[src/rtl/dreq_pkg.sv]
package dreq_pkg;

  localparam int CTRL_W   = 3;
  localparam int TRIG_BIT = 0;
  localparam int POL_BIT  = 1;
  localparam int MODE_BIT = 2;

  // bit 2 mode, bit 1 polarity, bit 0 trigger
  typedef struct packed {
    logic mode;
    logic pol;
    logic trig;
  } dreq_ctrl_t;

  // Pin level for a given activity and polarity: asserted level equals pol.
  function automatic logic pin_level(input logic active, input logic pol);
    return active ? pol : ~pol;
  endfunction

  // Host access that satisfies a level request: both selects low.
  function automatic logic host_hit(input logic sel_n, input logic reg_n);
    return (!sel_n) && (!reg_n);
  endfunction

endpackage

[src/rtl/dreq_sync.sv]
module dreq_sync #(
  parameter int WIDTH     = 2,
  parameter int STAGES    = 2,
  parameter logic RST_VAL = 1'b1
) (
  input  logic             clk,
  input  logic             rst_n,
  input  logic [WIDTH-1:0] d_async,
  output logic [WIDTH-1:0] q_sync
);

  logic [WIDTH-1:0] chain [STAGES];

  generate
    for (genvar s = 0; s < STAGES; s++) begin : g_stage
      if (s == 0) begin : g_first
        always_ff @(posedge clk or negedge rst_n) begin
          if (!rst_n) chain[0] <= {WIDTH{RST_VAL}};
          else        chain[0] <= d_async;
        end
      end else begin : g_next
        always_ff @(posedge clk or negedge rst_n) begin
          if (!rst_n) chain[s] <= {WIDTH{RST_VAL}};
          else        chain[s] <= chain[s-1];
        end
      end
    end
  endgenerate

  assign q_sync = chain[STAGES-1];

endmodule

[src/rtl/dreq_pulse_timer.sv]
module dreq_pulse_timer #(
  parameter int PULSE_LEN = 32
) (
  input  logic clk,
  input  logic rst_n,
  input  logic start,
  input  logic run,
  output logic done
);

  localparam int CW = (PULSE_LEN > 2) ? $clog2(PULSE_LEN) : 1;
  localparam logic [CW-1:0] LAST = CW'(PULSE_LEN - 1);

  logic [CW-1:0] cnt;

  assign done = (cnt == LAST);

  always_ff @(posedge clk or negedge rst_n) begin
    if (!rst_n)             cnt <= '0;
    else if (start)         cnt <= '0;
    else if (run && !done)  cnt <= cnt + CW'(1);
  end


  cnt_range_chk: assert property (@(posedge clk) disable iff (!rst_n)
    cnt <= LAST);


  cnt_restart_chk: assert property (@(posedge clk) disable iff (!rst_n)
    start |=> (cnt == '0));

endmodule

[src/rtl/dreq_ctrl.sv]
module dreq_ctrl
  import dreq_pkg::*;
(
  input  logic              clk,
  input  logic              rst_n,
  input  logic              wr_en,
  input  logic [CTRL_W-1:0] wr_data,
  input  logic              clear_evt,
  output dreq_ctrl_t        ctrl,
  output logic              set_evt
);

  assign set_evt = wr_en && wr_data[TRIG_BIT] && !ctrl.trig;

  always_ff @(posedge clk or negedge rst_n) begin
    if (!rst_n) begin
      ctrl <= '0;
    end else begin
      if (wr_en) begin
        ctrl.pol  <= wr_data[POL_BIT];
        ctrl.mode <= wr_data[MODE_BIT];
      end
      if (set_evt)        ctrl.trig <= 1'b1;
      else if (clear_evt) ctrl.trig <= 1'b0;
    end
  end


  arm_chk: assert property (@(posedge clk) disable iff (!rst_n)
    (!ctrl.trig && wr_en && wr_data[TRIG_BIT]) |=> ctrl.trig);


  zero_write_chk: assert property (@(posedge clk) disable iff (!rst_n)
    (!ctrl.trig && !(wr_en && wr_data[TRIG_BIT])) |=> !ctrl.trig);


  rearm_ignored_chk: assert property (@(posedge clk) disable iff (!rst_n)
    (ctrl.trig && !clear_evt) |=> ctrl.trig);


  cfg_load_chk: assert property (@(posedge clk) disable iff (!rst_n)
    wr_en |=> (ctrl.pol == $past(wr_data[POL_BIT]) && ctrl.mode == $past(wr_data[MODE_BIT])));

endmodule

[src/rtl/dreq_gen.sv]
module dreq_gen
  import dreq_pkg::*;
#(
  parameter int PULSE_LEN   = 32,
  parameter int SYNC_STAGES = 2
) (
  input  logic              clk,
  input  logic              rst_n,
  input  logic              wr_en,
  input  logic [CTRL_W-1:0] wr_data,
  output logic [CTRL_W-1:0] rd_data,
  input  logic              host_sel_n,
  input  logic              host_reg_n,
  output logic              dreq
);

  dreq_ctrl_t ctrl;
  logic       set_evt;
  logic       clear_evt;
  logic       pulse_done;
  logic       hit_sync;
  logic [1:0] host_sync;

  dreq_sync #(
    .WIDTH   (2),
    .STAGES  (SYNC_STAGES),
    .RST_VAL (1'b1)
  ) u_sync (
    .clk     (clk),
    .rst_n   (rst_n),
    .d_async ({host_sel_n, host_reg_n}),
    .q_sync  (host_sync)
  );

  assign hit_sync = host_hit(host_sync[1], host_sync[0]);

  dreq_pulse_timer #(
    .PULSE_LEN (PULSE_LEN)
  ) u_timer (
    .clk   (clk),
    .rst_n (rst_n),
    .start (set_evt),
    .run   (ctrl.trig && ctrl.mode),
    .done  (pulse_done)
  );

  assign clear_evt = ctrl.trig && (ctrl.mode ? pulse_done : hit_sync);

  dreq_ctrl u_ctrl (
    .clk       (clk),
    .rst_n     (rst_n),
    .wr_en     (wr_en),
    .wr_data   (wr_data),
    .clear_evt (clear_evt),
    .ctrl      (ctrl),
    .set_evt   (set_evt)
  );

  assign dreq    = pin_level(ctrl.trig, ctrl.pol);
  assign rd_data = ctrl;


  level_release_chk: assert property (@(posedge clk) disable iff (!rst_n)
    (ctrl.trig && !ctrl.mode && hit_sync && !(wr_en && wr_data[MODE_BIT])) |=> !ctrl.trig);


  pulse_end_chk: assert property (@(posedge clk) disable iff (!rst_n)
    (ctrl.trig && ctrl.mode && pulse_done) |=> !ctrl.trig);


  edge_host_ignored_chk: assert property (@(posedge clk) disable iff (!rst_n)
    (ctrl.trig && ctrl.mode && !pulse_done) |=> ctrl.trig);


  idle_level_chk: assert property (@(posedge clk) disable iff (!rst_n)
    $fell(ctrl.trig) |-> (dreq == !ctrl.pol));

endmodule

[config.mk]
export PLATFORM = sky130hd
export DESIGN_NAME = dreq_gen
export DESIGN_NICKNAME = d
export VERILOG_FILES = /design/src/rtl/dreq_pkg.sv /design/src/rtl/dreq_sync.sv /design/src/rtl/dreq_pulse_timer.sv /design/src/rtl/dreq_ctrl.sv /design/src/rtl/dreq_gen.sv
export SDC_FILE = /design/constraint.sdc
export NUM_CORES = 1
export LEC_CHECK = 0
export ABC_AREA = 1
export ABC_CLOCK_PERIOD_IN_PS = 4500
export CAP_MARGIN = 20
export CORE_AREA = 2 2 39 41
export DETAILED_ROUTE_END_ITERATION = 6
export DIE_AREA = 0 0 41 43
export PLACE_DENSITY = 0.71
export RECOVER_POWER = 50
export SLEW_MARGIN = 40
export SYNTH_ARGS = -nofsm -noshare
export SYNTH_HDL_FRONTEND = slang
export SYNTH_SLANG_ARGS = --single-unit
[constraint.sdc]
create_clock -name clk -period 4.5 [get_ports clk]
set_input_delay 1.35 -clock clk [delete_from_list [all_inputs] [get_ports clk]]
set_output_delay 1.35 -clock clk [all_outputs]
set_load 0.01 [all_outputs]
==> qor.yml, run 1 <==
sta:
  setup_viol: 0
  layout_min_cycle_time_ns: 2.723
  worst_clk_skew_ns: 0.004913
  worst-slew-pin-transition_ns: 0.5204
  tns_ns: 0
  relSlewSlack_pct: 65.19
  final_count_of_pins_violating_max_slew: 0
  hold_violations: 0
  max_freq_mhz: 367.2
  fin_crit_sh_pct: 60.51
  rsz0062_at_grt: "false"
power_and_ir_drop:
  total_power_per_unit_cell_area_nw_per_um2: 463.5
  cellLeakagePower_nw: 0.3170
  vdd_ir_drop_max_mv: 0.1674
yosys:
  synth_area_leader_cell: "dfrtp_1"
  synth.yosys.warnings: 0
  synth_area_um2: 521.8
  ys_top_cells_by_area: "dfrtp_1, dfstp_2, nand2_1"
  postSynthRegisterBits: 12
  yosysTopAreaCellShare_pct: 38.37
  yosysUniqueCellTypes: 19
  post_syn_instances: 45
  syn_area_per_cell_um2: 11.59
  synth_sequential_area_ratio_pct: 58.51
  mappedNetlistNets: 55
critical_path:
  critical_path.startpoint: "u_ctrl.ctrl[0]$_DFFE_PN0P_"
  reg2regPathDepth: 7
  critPathTopFamily: "buffers and inverters"
  timing.critical_path.slowest_stage_cell: "clkdlybuf4s50_1"
  crit_path_kind: "flop to output pin"
  cp_data_required_time_ns: 3.15
  worst-path-buf-inv: 1
  regToRegStartpoint: "u_timer.cnt[0]$_DFFE_PN0P_"
  cp.depth: 2
  highest_fanout_seen_on_the_critical_path: 4
  max_stage_delay_ns: 0.54
  timing.critical_path.from_type: "flop"
  cp.arrival_ns: 1.37
  crit_path_cell_trace: "xnor2_1 -> clkdlybuf4s50_1"
  crit_path_end_kind: "output pin"
clock_network:
  post_cts_buffers: 0
  clock_tree.root_cell: "clkbuf_4"
  tritoncts: "done"
  cts_hold_buffers: 0
  clk_pin_slew_worst_paths_ns: 0.07
  cts_max_path_buffers: 2
  tritoncts.num_buffers: 3
  post_cts.resized_instances: 0
  clock_sink_count: 12
  clock_latency_ns: 0.27
  cts-htree-levels: 1
routing:
  detail_route.iter0.violations: 2
  post_drt_via_cell_ratio: 4.882
  routed_wl_um: 763
  routed_wire_length_per_instance_um: 10.04
  final_antenna_net_count: 0
  routed-via-count: 371
  detailedRoute.firstPassIterationCount: 4
  route.detailed.drc: 0
layout:
  inserted_diodes: 0
  final_cells: 76
  final_nets: 71
  fillers: 129
  mostFrequentLayoutCells: "nand2_1, clkdlybuf4s50_1, dfrtp_1"
  area_occupied_by_multi_input_gates_um2: 205.2
  register_area_um2: 305.3
  final_layout_size_suffix_gt1_share_pct: 25.00
  layout-area-overhead-vs-synth_pct: 29.98
floorplan:
  design.portCount: 12
  die_x_um: 41
  core_um2: 1384
  starting_density_of_the_core_pct: 37.70
  die_height_um: 43
  floorplan.rows: 14
  die_area_um2: 1763
global_route:
  grt_antenna_before_repair: 0
  grt_use_total_pct: 11.51
  wire_length_of_the_first_global_routing_pass_um: 1324
  grt_start_max_net_pins: 13
  grt_pass1_vias: 329
  gr-total-overflow: 0
place:
  placed_cells: 72
  detailedPlacementHpwl_um: 602.7
  place_congestion: 0.6663
  port_buffers: 11
run:
  maxCapViolations: 0
worst_hold_path:
  worstHoldPathCells: 0
  hold_path_class: "flop to flop"
  timing.hold.worst.start: "u_sync.chain[2]$_DFF_PN1_"
status:
  outcome: "completed"
==> area by class of cell <==
class,instances,area share [%]
Sequential cell,12,45.02
Multi-Input combinational cell,30,30.26
Timing Repair Buffer,11,16.24
Clock buffer,4,3.875
Tap cell,16,2.952
Inverter,3,1.661
==> registers in the layout (all words and copies together) (netlist names) <==
name	cells
u_ctrl.ctrl	3
u_sync.chain	2
u_timer.cnt	5
u_sync.q_sync	2
==> path summary, 6_finish.rpt <==
path / end / slack, ns
min in group asynchronous: u_timer.cnt[2]$_DFFE_PN0P_ / 1.49
hold / removal: u_sync.q_sync[0]$_DFF_PN1_ / 0.35
max in group asynchronous: u_sync.q_sync[1]$_DFF_PN1_ / 2.65
setup / recovery: dreq / 1.78
setup reg to reg: u_timer.cnt[4]$_DFFE_PN0P_ / 2.96
hold reg to reg: u_sync.q_sync[0]$_DFF_PN1_ / 0.35
==> power breakdown <==
part / switching [W] / internal, W
clock: 0.0000338 / 0.0000343
sequential: 0.0000220 / 0.000132
combinational: 0.0000438 / 0.0000482
total: 0.0000996 / 0.000215
==> worst register-to-register path, delay by kind of cell, from the launching register on <==
family / cells / cell delay (ns)
DFF: 1 / 0.42
adders and majority gates: 2 / 0.45
and+or+nand+nor: 4 / 0.48
buffers and inverters: 1 / 0.09
==> stage by stage <==
step / instance area (µm²) / hold WS [ns] / util [%] / setup WS, ns / total power [W]
2_1_floorplan: 521.8 / 0.3452 / - / 2.466 / 0.0002121
3_3_place_gp: 651.9 / 0.3456 / 47.11 / 2.077 / 0.0002463
3_5_place_dp: 651.9 / 0.3469 / 47.11 / 2.065 / 0.0002504
4_1_cts: 678.2 / 0.3485 / 49.01 / 1.756 / 0.0003209
5_1_grt: 678.2 / 0.3529 / 49.01 / 1.701 / 0.0003380
6_report: 678.2 / 0.3511 / 49.01 / 1.777 / 0.0003143
==> cell usage after synthesis, drive strengths merged <==
| master | n |
|---|---|
| a21oi | 2 |
| and3 | 1 |
| dfrtp | 8 |
| dfstp | 4 |
| ha | 2 |
| inv | 3 |
| mux2 | 2 |
| nand2 | 9 |
| nand3 | 7 |
| nor2 | 3 |
| o21ai | 1 |
| o31ai | 1 |
| xnor2 | 1 |
| xor2 | 1 |
==> logic make-up after synthesis <==
family	count (synthesis)	share of synthesized area, %
compound gates	4	5.037
mux	2	4.316
flops	12	58.51
simple gates	20	21.82
buf+inv	3	2.158
fa+ha+maj	2	4.795
xor+xnor	2	3.358
==> per-layer routing <==
layer  routed length (µm)  part of all wire [%]  vias to the layer above  global-route usage [%]
met5                    0                     0                        -                       0
met4                   25                   3.3                        0                   8.000
met3                   24                   3.1                        4                   4.712
met2                  358                    47                       10                   16.25
met1                  355                    47                      178                   13.47
li1                     -                     -                      179                       -
Power figures use the tool's default switching activity.
==> inputs of run 2 (changes only) <==
Settings changed: ABC_CLOCK_PERIOD_IN_PS 4500 to 2220, PLACE_DENSITY 0.71 to 0.73.
Clock period 4.5 ns to 2.22 ns, I/O delays scaled along.
==> run 2 against run 1 <==
  * First-iteration DRC count rose to 2.5 times the previous value
  * Final cell count unchanged
  * Design area up 1.5%
  * Flip-flop and latch count unchanged
  * Via count down 7.0%
  * Highest routed layer unchanged
==> qor.yml, run 2 (synthesis gave the netlist of run 1 again) <==
sta:
  final_count_of_pins_violating_max_slew: 0
  fin_crit_sh_pct: 91.91
  max_freq_mhz: 490.1
  rsz0062_at_grt: "false"
  tns_ns: 0
  setup_viol: 0
  worst_clk_skew_ns: 0.001781
  worst-slew-pin-transition_ns: 0.5223
  hold_violations: 0
  layout_min_cycle_time_ns: 2.040
  relSlewSlack_pct: 65.07
layout:
  layout_top_registers: "u_timer.cnt: 5 flops, u_ctrl.ctrl: 3 flops"
  final_nets: 71
  area_occupied_by_multi_input_gates_um2: 205.2
  final_layout_size_suffix_gt1_share_pct: 26.67
  fillers: 129
  layout-area-overhead-vs-synth_pct: 31.89
  register_bank_with_the_most_flops: "u_timer.cnt"
  largest_register_ffs: 5
  final_cells: 76
  mostFrequentLayoutCells: "nand2_1, clkdlybuf4s50_1, dfrtp_1"
  inserted_diodes: 0
  register_area_um2: 305.3
power_and_ir_drop:
  p_total_w: 0.0006723
  total_power_per_unit_cell_area_nw_per_um2: 977.0
  cellLeakagePower_nw: 0.3230
  vdd_ir_drop_max_mv: 0.2679
critical_path:
  cp_data_required_time_ns: 1.55
  timing.critical_path.from_type: "flop"
  worst_r2r_endpoint: "u_timer.cnt[2]$_DFFE_PN0P_"
  highest_fanout_seen_on_the_critical_path: 4
  regToRegStartpoint: "u_timer.cnt[0]$_DFFE_PN0P_"
  crit_path_kind: "flop to output pin"
  reg2regPathDepth: 7
  crit_path_end_kind: "output pin"
  cp.arrival_ns: 1.37
  slack_of_the_worst_reg_to_reg_path_ns: 0.67
place:
  detailedPlacementHpwl_um: 600.7
  port_buffers: 11
  placed_cells: 72
  place_congestion: 0.6666
clock_network:
  clock_sink_count: 12
  clk_pin_slew_worst_paths_ns: 0.07
  tritoncts: "done"
  clock_tree.root_cell: "clkbuf_4"
  cts_max_path_buffers: 2
  cts-htree-levels: 1
  post_cts.resized_instances: 0
  cts_hold_buffers: 0
  post_cts_buffers: 0
  clock_latency_ns: 0.27
  tritoncts.num_buffers: 3
global_route:
  grt_use_total_pct: 12.72
  grt_start_max_net_pins: 13
  grt_antenna_before_repair: 0
  wire_length_of_the_first_global_routing_pass_um: 1414
  gr-total-overflow: 0
  grt_pass1_vias: 336
worst_hold_path:
  hold_path_class: "flop to flop"
  hold-path-endpoint: "u_sync.q_sync[0]$_DFF_PN1_"
  worstHoldPathCells: 0
  timing.hold.worst.start: "u_sync.chain[2]$_DFF_PN1_"
routing:
  post_drt_via_cell_ratio: 4.539
  routed-via-count: 345
  final_antenna_net_count: 0
  route.detailed.drc: 0
  routed_wl_um: 808
  detailedRoute.firstPassIterationCount: 4
  detail_route.iter0.violations: 5
  routed_wire_length_per_instance_um: 10.63
floorplan:
  core_um2: 1384
  starting_density_of_the_core_pct: 37.70
  die_height_um: 43
  die_x_um: 41
  die_area_um2: 1763
  design.portCount: 12
  floorplan.rows: 14
run:
  maxCapViolations: 0
status:
  outcome: "completed"
==> run 2: cell count changes in the layout (fill, tap and decap cells not counted) <==
cell | previous run | this run
clkbuf_8 | 0 | 1
clkbuf_1 | 1 | 0
==> run 2: how the worst max path moves through the flow <==
stage	from	endpoint	slack, ns	cells after the start
floorplan	u_timer.cnt[0]$_DFFE_PN0P_	u_timer.cnt[2]$_DFFE_PN0P_	0.77	7
global placement	u_ctrl.ctrl[0]$_DFFE_PN0P_	dreq	0.48	2
detailed placement	u_ctrl.ctrl[0]$_DFFE_PN0P_	dreq	0.47	2
CTS	u_ctrl.ctrl[0]$_DFFE_PN0P_	dreq	0.17	2
global route	u_ctrl.ctrl[0]$_DFFE_PN0P_	dreq	0.09	2
finish	u_ctrl.ctrl[0]$_DFFE_PN0P_	dreq	0.18	2
==> run 2: report_power, final <==
part	internal, W	total (W)	switching, W	leakage, nW
sequential	0.000268	0.000312	0.0000445	0.143
clock	0.0000997	0.000174	0.0000740	0.0210
combinational	0.0000982	0.000186	0.0000882	0.159
total	0.000466	0.000672	0.000207	0.323
==> run 2: area by class of cell <==
cell class                 instances  area share, %
sequential                        12          44.36
multi-input combinational         30          29.82
timing repair buffer              11          16.00
clock buffer                       4          5.273
tap                               16          2.909
inverter                           3          1.636
==> run 2: worst max-delay path, stage by stage, from the launching register on <==
cell and delay (ns):
dfrtp_1 0.42, xnor2_1 0.14, clkdlybuf4s50_1 0.54
==> run 2: per-stage QoR <==
step | hold slack (ns) | utilization, % | instance area (µm²) | worst slack, ns
after CTS | 0.3580 | 49.73 | 688.2 | 0.1655
after global routing | 0.3620 | 49.73 | 688.2 | 0.08964
after floorplan | 0.3452 | - | 521.8 | 0.7669
final | 0.3582 | 49.73 | 688.2 | 0.1796
after detailed placement | 0.3472 | 47.11 | 651.9 | 0.4725
after global placement | 0.3455 | 47.11 | 651.9 | 0.4797
==> run 2: per-layer routing <==
metal	share of wire, %	GRT usage (%)	wire length [µm]	up-vias
li1	-	-	-	180
met1	46	16.11	371	152
met2	47	15.63	377	9
met3	3.2	3.141	26	4
met4	4.2	14.00	34	0
met5	0	0	0	-
==> inputs of run 3 (changes only) <==
Settings changed: CAP_MARGIN 20 to 10.
==> results of run 3 <==
Same layout as run 2: the final DEF is identical, and so are final timing and power.
